[src/rtl/sfpi2c_pkg.sv]
package sfpi2c_pkg;

  typedef enum logic [1:0] {
    OP_START = 2'd0,
    OP_STOP  = 2'd1,
    OP_WRITE = 2'd2,
    OP_READ  = 2'd3
  } bus_op_e;

  localparam logic [6:0] PHY_DEV_ADDR = 7'b1010110;
  localparam int         REG_W        = 5;
  localparam int         DATA_W       = 16;

  function automatic logic [7:0] pointer_byte(input logic [REG_W-1:0] regno);
    return {3'b000, regno};
  endfunction

endpackage

[src/rtl/sfpi2c_tick.sv]
module sfpi2c_tick #(
  parameter int QUARTER_CYC = 125
) (
  input  logic clk,
  input  logic rst,
  output logic tick
);
  localparam int CW = (QUARTER_CYC > 1) ? $clog2(QUARTER_CYC) : 1;
  localparam logic [CW-1:0] LAST = CW'(QUARTER_CYC - 1);

  logic [CW-1:0] cnt;

  always_ff @(posedge clk) begin
    if (rst) begin
      cnt  <= '0;
      tick <= 1'b0;
    end else if (cnt == LAST) begin
      cnt  <= '0;
      tick <= 1'b1;
    end else begin
      cnt  <= cnt + 1'b1;
      tick <= 1'b0;
    end
  end

  // quarter slots are separated, so no two ticks touch
  p_tick_gap_r7: assert property (@(posedge clk) disable iff (rst)
    tick |=> !tick);

endmodule

[src/rtl/sfpi2c_bitctl.sv]
module sfpi2c_bitctl
  import sfpi2c_pkg::*;
(
  input  logic       clk,
  input  logic       rst,
  input  logic       tick,
  input  logic       cmd_valid,
  input  bus_op_e    cmd_op,
  input  logic [7:0] cmd_byte,
  input  logic       cmd_ack,
  input  logic       sda_in,
  output logic       scl_rel,
  output logic       sda_rel,
  output logic       op_done,
  output logic [7:0] rx_byte,
  output logic       rx_nack
);
  localparam logic [3:0] ACK_SLOT = 4'd8;

  logic       active;
  bus_op_e    op_q;
  logic [1:0] qtr;
  logic [3:0] bitn;
  logic [7:0] shreg;
  logic       ack_q;
  logic       sda_s1, sda_s2;
  logic       is_cond;
  logic       drive_bit;
  logic       last_slot;

  assign rx_byte = shreg;
  assign is_cond = (op_q == OP_START) || (op_q == OP_STOP);

  always_comb begin
    if (op_q == OP_WRITE) drive_bit = (bitn == ACK_SLOT) ? 1'b1 : shreg[7];
    else                  drive_bit = (bitn == ACK_SLOT) ? !ack_q : 1'b1;
  end

  assign last_slot = (qtr == 2'd3) && (is_cond || bitn == ACK_SLOT);

  always_ff @(posedge clk) begin
    if (rst) begin
      sda_s1 <= 1'b1;
      sda_s2 <= 1'b1;
    end else begin
      sda_s1 <= sda_in;
      sda_s2 <= sda_s1;
    end
  end

  always_ff @(posedge clk) begin
    if (rst) begin
      active  <= 1'b0;
      op_q    <= OP_STOP;
      qtr     <= 2'd0;
      bitn    <= 4'd0;
      shreg   <= 8'd0;
      ack_q   <= 1'b0;
      scl_rel <= 1'b1;
      sda_rel <= 1'b1;
      op_done <= 1'b0;
      rx_nack <= 1'b0;
    end else begin
      op_done <= 1'b0;
      if (!active) begin
        if (cmd_valid) begin
          active  <= 1'b1;
          op_q    <= cmd_op;
          qtr     <= 2'd0;
          bitn    <= 4'd0;
          shreg   <= cmd_byte;
          ack_q   <= cmd_ack;
          rx_nack <= 1'b0;
        end
      end else if (tick) begin
        case (op_q)
          OP_START: begin
            case (qtr)
              2'd0: sda_rel <= 1'b1;
              2'd1: scl_rel <= 1'b1;
              2'd2: sda_rel <= 1'b0;
              default: scl_rel <= 1'b0;
            endcase
          end
          OP_STOP: begin
            case (qtr)
              2'd0: begin
                scl_rel <= 1'b0;
                sda_rel <= 1'b0;
              end
              2'd1: scl_rel <= 1'b1;
              2'd2: sda_rel <= 1'b1;
              default: scl_rel <= 1'b1;
            endcase
          end
          default: begin
            case (qtr)
              2'd0: begin
                scl_rel <= 1'b0;
                sda_rel <= drive_bit;
              end
              2'd1: scl_rel <= 1'b1;
              2'd2: begin
                if (bitn != ACK_SLOT) shreg <= {shreg[6:0], sda_s2};
                else if (op_q == OP_WRITE) rx_nack <= sda_s2;
              end
              default: begin
                scl_rel <= 1'b0;
                if (bitn != ACK_SLOT) bitn <= bitn + 4'd1;
              end
            endcase
          end
        endcase
        qtr <= qtr + 2'd1;
        if (last_slot) begin
          active  <= 1'b0;
          op_done <= 1'b1;
        end
      end
    end
  end

  // with SCL high on both sides of an edge, SDA may only move inside a START or STOP
  p_sda_still_scl_high_r6: assert property (@(posedge clk) disable iff (rst)
    ($past(scl_rel) && scl_rel && (sda_rel != $past(sda_rel)))
      |-> ($past(op_q) == OP_START || $past(op_q) == OP_STOP));

  // the sequencer only hands over a step while the engine is free
  p_cmd_when_free_r2: assert property (@(posedge clk) disable iff (rst)
    cmd_valid |-> !active);

endmodule

[src/rtl/sfpi2c_seq.sv]
module sfpi2c_seq
  import sfpi2c_pkg::*;
(
  input  logic              clk,
  input  logic              rst,
  input  logic              req_valid,
  input  logic              req_write,
  input  logic [REG_W-1:0]  req_reg,
  input  logic [DATA_W-1:0] req_wdata,
  input  logic              op_done,
  input  logic [7:0]        rx_byte,
  input  logic              rx_nack,
  output logic              cmd_valid,
  output bus_op_e           cmd_op,
  output logic [7:0]        cmd_byte,
  output logic              cmd_ack,
  output logic              busy,
  output logic              done,
  output logic              err,
  output logic [DATA_W-1:0] rdata
);
  typedef enum logic [3:0] {
    S_IDLE, S_START, S_AW, S_PTR, S_WHI, S_WLO,
    S_RS, S_AR, S_RHI, S_RLO, S_STOP
  } step_e;

  step_e             st, nxt;
  logic              wr_q;
  logic [REG_W-1:0]  reg_q;
  logic [DATA_W-1:0] wd_q;
  logic [7:0]        hi_q, lo_q;
  logic              err_acc;
  logic              sent_byte;
  logic              refused;

  assign busy      = (st != S_IDLE);
  assign sent_byte = (st == S_AW) || (st == S_PTR) || (st == S_WHI) ||
                     (st == S_WLO) || (st == S_AR);
  assign refused   = sent_byte && rx_nack;

  always_comb begin
    cmd_op   = OP_WRITE;
    cmd_byte = 8'd0;
    cmd_ack  = 1'b1;
    case (st)
      S_START, S_RS: cmd_op = OP_START;
      S_STOP:        cmd_op = OP_STOP;
      S_AW:          cmd_byte = {PHY_DEV_ADDR, 1'b0};
      S_PTR:         cmd_byte = pointer_byte(reg_q);
      S_WHI:         cmd_byte = wd_q[15:8];
      S_WLO:         cmd_byte = wd_q[7:0];
      S_AR:          cmd_byte = {PHY_DEV_ADDR, 1'b1};
      S_RHI:         cmd_op = OP_READ;
      S_RLO: begin
        cmd_op  = OP_READ;
        cmd_ack = 1'b0;
      end
      default: cmd_op = OP_WRITE;
    endcase
  end

  always_comb begin
    nxt = st;
    case (st)
      S_START: nxt = S_AW;
      S_AW:    nxt = refused ? S_STOP : S_PTR;
      S_PTR:   nxt = refused ? S_STOP : (wr_q ? S_WHI : S_RS);
      S_WHI:   nxt = refused ? S_STOP : S_WLO;
      S_WLO:   nxt = S_STOP;
      S_RS:    nxt = S_AR;
      S_AR:    nxt = refused ? S_STOP : S_RHI;
      S_RHI:   nxt = S_RLO;
      S_RLO:   nxt = S_STOP;
      S_STOP:  nxt = S_IDLE;
      default: nxt = S_IDLE;
    endcase
  end

  always_ff @(posedge clk) begin
    if (rst) begin
      st        <= S_IDLE;
      cmd_valid <= 1'b0;
      done      <= 1'b0;
      err       <= 1'b0;
      rdata     <= '0;
      err_acc   <= 1'b0;
      wr_q      <= 1'b0;
      reg_q     <= '0;
      wd_q      <= '0;
      hi_q      <= 8'd0;
      lo_q      <= 8'd0;
    end else begin
      cmd_valid <= 1'b0;
      done      <= 1'b0;
      if (st == S_IDLE) begin
        if (req_valid) begin
          wr_q      <= req_write;
          reg_q     <= req_reg;
          wd_q      <= req_wdata;
          err_acc   <= 1'b0;
          st        <= S_START;
          cmd_valid <= 1'b1;
        end
      end else if (op_done) begin
        st <= nxt;
        if (refused) err_acc <= 1'b1;
        if (st == S_RHI) hi_q <= rx_byte;
        if (st == S_RLO) lo_q <= rx_byte;
        if (nxt == S_IDLE) begin
          done <= 1'b1;
          err  <= err_acc;
          if (!wr_q && !err_acc) rdata <= {hi_q, lo_q};
        end else begin
          cmd_valid <= 1'b1;
        end
      end
    end
  end

  // completion is a single-cycle pulse
  p_done_pulse_r9: assert property (@(posedge clk) disable iff (rst)
    done |=> !done);

  // the bridge is free again when it reports completion
  p_done_free_r9: assert property (@(posedge clk) disable iff (rst)
    done |-> !busy);

  // a refused byte sends the sequencer straight to STOP
  p_refuse_stop_r5: assert property (@(posedge clk) disable iff (rst)
    (op_done && refused) |=> (st == S_STOP));

  // a request arriving mid-transfer does not disturb the latched register number
  p_hold_req_r8: assert property (@(posedge clk) disable iff (rst)
    (busy && req_valid) |=> $stable(reg_q));

endmodule

[src/rtl/sfp_phy_i2c_bridge.sv]
module sfp_phy_i2c_bridge
  import sfpi2c_pkg::*;
#(
  parameter int QUARTER_CYC = 125
) (
  input  logic        clk,
  input  logic        rst,
  input  logic        req_valid,
  input  logic        req_write,
  input  logic [4:0]  req_reg,
  input  logic [15:0] req_wdata,
  output logic        busy,
  output logic        done,
  output logic        err,
  output logic [15:0] rdata,
  output logic        scl_drive_low,
  output logic        sda_drive_low,
  input  logic        sda_in
);
  logic       tick;
  logic       cmd_valid;
  bus_op_e    cmd_op;
  logic [7:0] cmd_byte;
  logic       cmd_ack;
  logic       op_done;
  logic [7:0] rx_byte;
  logic       rx_nack;
  logic       scl_rel;
  logic       sda_rel;

  sfpi2c_tick #(.QUARTER_CYC(QUARTER_CYC)) u_tick (
    .clk  (clk),
    .rst  (rst),
    .tick (tick)
  );

  sfpi2c_bitctl u_bitctl (
    .clk       (clk),
    .rst       (rst),
    .tick      (tick),
    .cmd_valid (cmd_valid),
    .cmd_op    (cmd_op),
    .cmd_byte  (cmd_byte),
    .cmd_ack   (cmd_ack),
    .sda_in    (sda_in),
    .scl_rel   (scl_rel),
    .sda_rel   (sda_rel),
    .op_done   (op_done),
    .rx_byte   (rx_byte),
    .rx_nack   (rx_nack)
  );

  sfpi2c_seq u_seq (
    .clk       (clk),
    .rst       (rst),
    .req_valid (req_valid),
    .req_write (req_write),
    .req_reg   (req_reg),
    .req_wdata (req_wdata),
    .op_done   (op_done),
    .rx_byte   (rx_byte),
    .rx_nack   (rx_nack),
    .cmd_valid (cmd_valid),
    .cmd_op    (cmd_op),
    .cmd_byte  (cmd_byte),
    .cmd_ack   (cmd_ack),
    .busy      (busy),
    .done      (done),
    .err       (err),
    .rdata     (rdata)
  );

  assign scl_drive_low = !scl_rel;
  assign sda_drive_low = !sda_rel;

  // an idle bridge leaves both lines released
  p_idle_released_r1: assert property (@(posedge clk) disable iff (rst)
    !busy |-> (!scl_drive_low && !sda_drive_low));

endmodule

[config.mk]
export PLATFORM = sky130hd
export DESIGN_NAME = sfp_phy_i2c_bridge
export DESIGN_NICKNAME = d
export VERILOG_FILES = /design/src/rtl/sfpi2c_pkg.sv /design/src/rtl/sfpi2c_tick.sv /design/src/rtl/sfpi2c_bitctl.sv /design/src/rtl/sfpi2c_seq.sv /design/src/rtl/sfp_phy_i2c_bridge.sv
export SDC_FILE = /design/constraint.sdc
export NUM_CORES = 1
export LEC_CHECK = 0
export ABC_CLOCK_PERIOD_IN_PS = 2400
export BUFFER_PORTS_ARGS = -buffer_cell sky130_fd_sc_hd__buf_4
export CAP_MARGIN = 30
export CORE_AREA = 2 2 143 103
export DETAILED_ROUTE_END_ITERATION = 10
export DIE_AREA = 0 0 145 105
export PLACE_DENSITY = 0.57
export SYNTH_ARGS = -nofsm -noshare
export SYNTH_HDL_FRONTEND = slang
export SYNTH_SLANG_ARGS = --single-unit
[constraint.sdc]
create_clock -name clk -period 2.4 [get_ports clk]
set_input_delay 0.36 -clock clk [delete_from_list [all_inputs] [get_ports clk]]
set_output_delay 0.36 -clock clk [all_outputs]
set_load 0.05 [all_outputs]
Word-level counts from Yosys, hierarchy flattened
Index checks and enable logic that the tools add are counted.

Register bits after elaboration: 94. Input port bits: 26. Logic and storage cells: 169.

Add/sub/neg operators: 3. Equal/unequal tests: 31. Muxes and demuxes: 60. Bitwise logic cells: 4. Reductions and logical operators: 46.

Operator list (count): $mux 4 (12); $mux 8 (6); $pmux 8 s5 (1); $pmux 4 s8 (1); $mux 1 (27); $ne 2x2->1 const B (10); $reduce_and 5->1 (4); $eq 4x3->1 const B (4); $eq 4x4->1 const B (4); $pmux 1 s2 (7); $reduce_and 3->1 (4); $reduce_or 2->1 (6); $mux 2 (5); $reduce_or 3->1 (3); $eq 4x2->1 const B (2); $logic_not 4->1 (2); $reduce_and 2->1 (4); $add 7x1->7 const B (1); $eq 7x7->1 const B (1); $eq 2x2->1 const B (3); $logic_or 1x1->1 (6); $ne 3x3->1 const B (2); $pmux 2 s3 (1); $reduce_and 6->1 (1); other kinds (14) (27).

Longest topological paths before layout
Depth in word-level cells: 12. Mapped depth: 8. Mapped depth without buffers: 6.

Cells and area by module
Synthesis repeated with hierarchy kept, for this count alone.

Cell total of the unflattened synthesis: 493. Area total of the unflattened synthesis: 4181.5 um2.

Modules (own cells, without submodules): sfpi2c_seq (instances 1, cells an instance 325, area each 2623.8 um2); sfpi2c_bitctl (instances 1, cells an instance 131, area each 1227.4 um2); sfpi2c_tick (instances 1, cells an instance 35, area each 322.8 um2); sfp_phy_i2c_bridge (instances 1, cells an instance 2, area each 7.5 um2).

Worst setup path after synthesis
No wires, ideal clock.

Kind: flip-flop to flip-flop. Start point: register u_seq.st[2]. End point: register u_seq.st[0]. Data arrival time: 1.453 ns. Setup slack: 0.813 ns. Cell stages (with the launch flop): 5. Buffers on the path: 0. Period minus slack after synthesis: 1.587 ns. Cell sequence: dfxtp_1 -> or3_4 -> or2_2 -> a211oi_1 -> a211oi_1.

Cells in the longest elaborated chain, start to end: 10. Elaborated cells on any way between the ends: 25.

Ends and longest elaborated chain: from (decl) (line sfpi2c_seq.sv:27) `step_e st, nxt;`; from (signal assigned) (line sfpi2c_seq.sv:105) `st <= nxt;`; $eq 4x2->1 (line sfpi2c_seq.sv:37, sfpi2c_seq.sv:64); $logic_or 1x1->1 (3 in series) (line sfpi2c_seq.sv:37) `assign sent_byte = (st == S_AW) || (st == S_PTR) || (st == S_WHI) ||`; $logic_or 1x1->1 (line sfpi2c_seq.sv:38) `(st == S_WLO) || (st == S_AR);`; $logic_and 1x1->1 (line sfpi2c_seq.sv:39) `assign refused = sent_byte && rx_nack;`; $mux 4, on equally long branches (line sfpi2c_seq.sv:68, sfpi2c_seq.sv:66, sfpi2c_seq.sv:67); $pmux 4 s8 (line sfpi2c_seq.sv:64) `case (st)`; $mux 4 (line sfpi2c_seq.sv:104) `end else if (op_done) begin`; $mux 4 (line sfpi2c_seq.sv:95) `if (st == S_IDLE) begin`.

Several ways; a longest one is shown, not always the timed one. The select of a mux whose other input is x is not followed. A chain may end at the register's enable or synchronous reset.

Worst setup path in the final report
Start point: register u_seq.st[0]. End point: output port busy.

Cells in the longest elaborated chain, start to end: 1.

Ends and longest elaborated chain: $reduce_bool 4->1 (line sfpi2c_seq.sv:36) `assign busy = (st != S_IDLE);`; to (decl) (line sfp_phy_i2c_bridge.sv:12) `output logic busy,`.

Every way passes these cells.

==> metrics.csv <==
stage,metric,value,unit
clock_tree,cts.sinks,94,
logic_synthesis,synth_cell_types,54,
die,fp.dieArea,0.0152,mm²
logic_synthesis,syn-num-nets,528,
grt,grt_pass1_vias,3223,
logic_synthesis,synth_top_area_share,46.0,%
die,initial_core_util,29.8,%
worst_hold_path,hold_path.class,in2reg,
critical_path,rrSetupSlack,0.48,ns
logic_synthesis,synthXorXnorAreaFrac,1.71,%
logic_synthesis,yosys_warnings,0,
logic_synthesis,synth_edf_count,0,
grt,antenna_found_initial,0,
timing,worst_slack,0.235,ns
clock_tree,cts_hold_buf,0,
critical_path,cp_slowest_cell,dfxtp_1,
clock_tree,cts-root-buf,clkbuf_16,
critical_path,cp_top_family,simple AND/OR/NAND/NOR gates,
die,row_count,36,
timing,hold_ws,0.203,ns
detailed_routing,drc_errors,0,
cells_and_area,final_util,35.8,%
logic_synthesis,netlist_top_cells_area,"dfxtp_1 46%, nand2_1 9.6%, a21oi_1 6.7%",
cells_and_area,diodes,0,
clock_tree,cts.clk_slew.worst_paths,0.07,ns
detailed_routing,ant_nets,0,
logic_synthesis,synthArstFlopShare,0,%
critical_path,cp.required,2.04,ns
clock_tree,cts_tree,done,
placed_design,place_ws,0.472,ns
logic_synthesis,synth-compound-area-share,17.4,%
timing,fin_tns_setup,0,ns
timing,rsz0062_at_grt,false,
critical_path,cp-start-kind,flop,
pwr,power_leakage,0.00186,µW
detailed_routing,vias_per_cell,4.73,
timing,post-route-min-period,2.17,ns
logic_synthesis,synth-seq-cells,94,
logic_synthesis,yosysTopAreaCell,dfxtp_1,
pwr,powerDensity,695,mW/mm²
critical_path,path_max_fanout,19,
cells_and_area,num-fill-cells,1427,
timing,drv_slew,0,
die,core,0.0137,mm²
timing,setup_violations,0,
cells_and_area,syn2layout_area_growth,20.2,%
clock_tree,numCtsBuffers,9,
critical_path,end_kind,output pin,
critical_path,crit_chain,or3_4 -> or2_2 -> buf_4,
timing,final-hold-violation-count,0,
detailed_routing,wl_per_cell,13.6,µm
die,chipWidth,145,µm
critical_path,worstSetupPathType,reg2out,
die,ioPinCount,47,
flow_run,drv_cap,0,
clock_tree,insertion_delay,0.35,ns
logic_synthesis,yosys.area_share.simple,24.0,%
clock_tree,htree_levels,3,
timing,worstMarginPinSlew,0.759,ns
critical_path,max_stage_delay,0.49,ns
cells_and_area,final_common_cell,nand2_1,
clock_tree,cts_resized,0,
grt,track_usage,13.8,%
run_status,outcome,completed,
timing,slew-limit-headroom,49.4,%
cells_and_area,mostFrequentLayoutCells,"105 x nand2_1, 94 x dfxtp_1, 59 x buf_4",
logic_synthesis,synth_top_family_by_area,simple AND/OR/NAND/NOR gates,
logic_synthesis,synthAdderAreaFrac,2.45,%
grt,grt_pass1_wl,17.0,mm
timing,max_freq,462,MHz
critical_path,path_buf_inv,1,
placed_design,io_buffers,46,
logic_synthesis,syn_area_per_cell,8.28,µm²
detailed_routing,wirelength,9.87,mm
cells_and_area,drive_above_1_share,17.4,%
pwr,vdd_ir_drop_max,0.349,mV
die,die_h,105,µm
grt,grt_max_degree,43,
logic_synthesis,synth_flop_cell,dfxtp_1,
detailed_routing,routed-via-count,3431,
timing,min_period_over_period,90.2,%
logic_synthesis,synth_area,0.00409,mm²
placed_design,hpwl,7.15,mm
grt,overflow,0,
logic_synthesis,syn_inst,494,
critical_path,crit_arrival,1.81,ns
detailed_routing,drtIter0Drc,354,
logic_synthesis,yosysSeqAreaShare,46.0,%
timing,fin_skew,0.0136,ns
cells_and_area,fin_nets,564,
clock_tree,cts_setup_buffers,0,
logic_synthesis,post_synth_mux_area_share,3.52,%
clock_tree,clockBufferDepth,2,
placed_design,gp_congestion,0.857,
detailed_routing,first_pass_iters,4,
[per-layer routing]
layer	wire (µm)	GRT usage, %	part of all wire [%]	vias up
met2	4030	18.8	41	81
li1	-	-	-	1763
met3	662	3.80	6.7	4
met4	40	2.97	0.41	0
met5	0	0	0	-
met1	5140	21.2	52	1583
[where the power goes]
part / total, µW / internal [µW] / switching, µW
clock network: 1420 / 760 / 659
registers: 1690 / 1620 / 66.4
logic: 310 / 128 / 182
total: 3420 / 2510 / 908
[logic make-up (layout without fill, tap and decap cells)]
group | Yosys count | in the layout
xor+xnor | 8 | 8
buf+inv | 47 | 88
mux | 14 | 14
compound gates | 116 | 116
simple gates | 207 | 207
fa+ha+maj | 8 | 8
flops | 94 | 94
[registers in the layout (all words and copies together), names as in the netlist, 2 cells and up]
name / cells
u_seq.lo_q: 8
u_bitctl.op_q: 2
u_tick.cnt: 7
u_seq.rdata: 16
u_seq.st: 4
u_bitctl.bitn: 4
u_bitctl.rx_byte: 8
u_bitctl.qtr: 2
u_seq.reg_q: 5
u_seq.wd_q: 16
u_seq.hi_q: 8
[Yosys cell counts, types with 8 or more instances]
library cell / number
dfxtp_1: 94
nor2_1: 39
a21oi_1: 55
o21ai_0: 21
inv_1: 13
nand2b_1: 8
nand2_1: 105
ha_1: 8
clkbuf_1: 19
nor3_1: 8
mux2i_1: 11
buf_2: 12
[stage by stage]
| stage | power [µW] | cell area, µm² | std cells |
|---|---|---|---|
| 2_1_floorplan | 1920 | 4090 | 494 |
| 3_3_place_gp | 2020 | 4620 | 709 |
| 3_5_place_dp | 2030 | 4620 | 709 |
| 4_1_cts | 3460 | 4920 | 725 |
| 5_1_grt | 3600 | 4920 | 725 |
| 6_report | 3420 | 4920 | 725 |
[worst paths after layout]
check                               start                                to  cells after the start
min                                sda_in        u_bitctl.sda_s1$_SDFF_PP1_                      2
min reg2reg    u_bitctl.sda_s1$_SDFF_PP1_        u_bitctl.sda_s2$_SDFF_PP1_                      1
max reg2reg  u_bitctl.qtr[0]$_SDFFE_PP0P_  u_bitctl.rx_byte[4]$_SDFFE_PP0P_                      6
max              u_seq.st[0]$_SDFFE_PP0P_                              busy                      3
[final cells by class]
cell class              count  area (µm²)  area share (%)
multi-input cells         353        2000            40.8
flip-flops and latches     94        1880            38.3
repair buffers             59         443            9.01
clock buffers              10         239            4.86
well taps                 190         238            4.83
clock inverters             6        62.6            1.27
inverters                  13        48.8           0.992
Note: power is estimated with default switching activity, not from simulation.
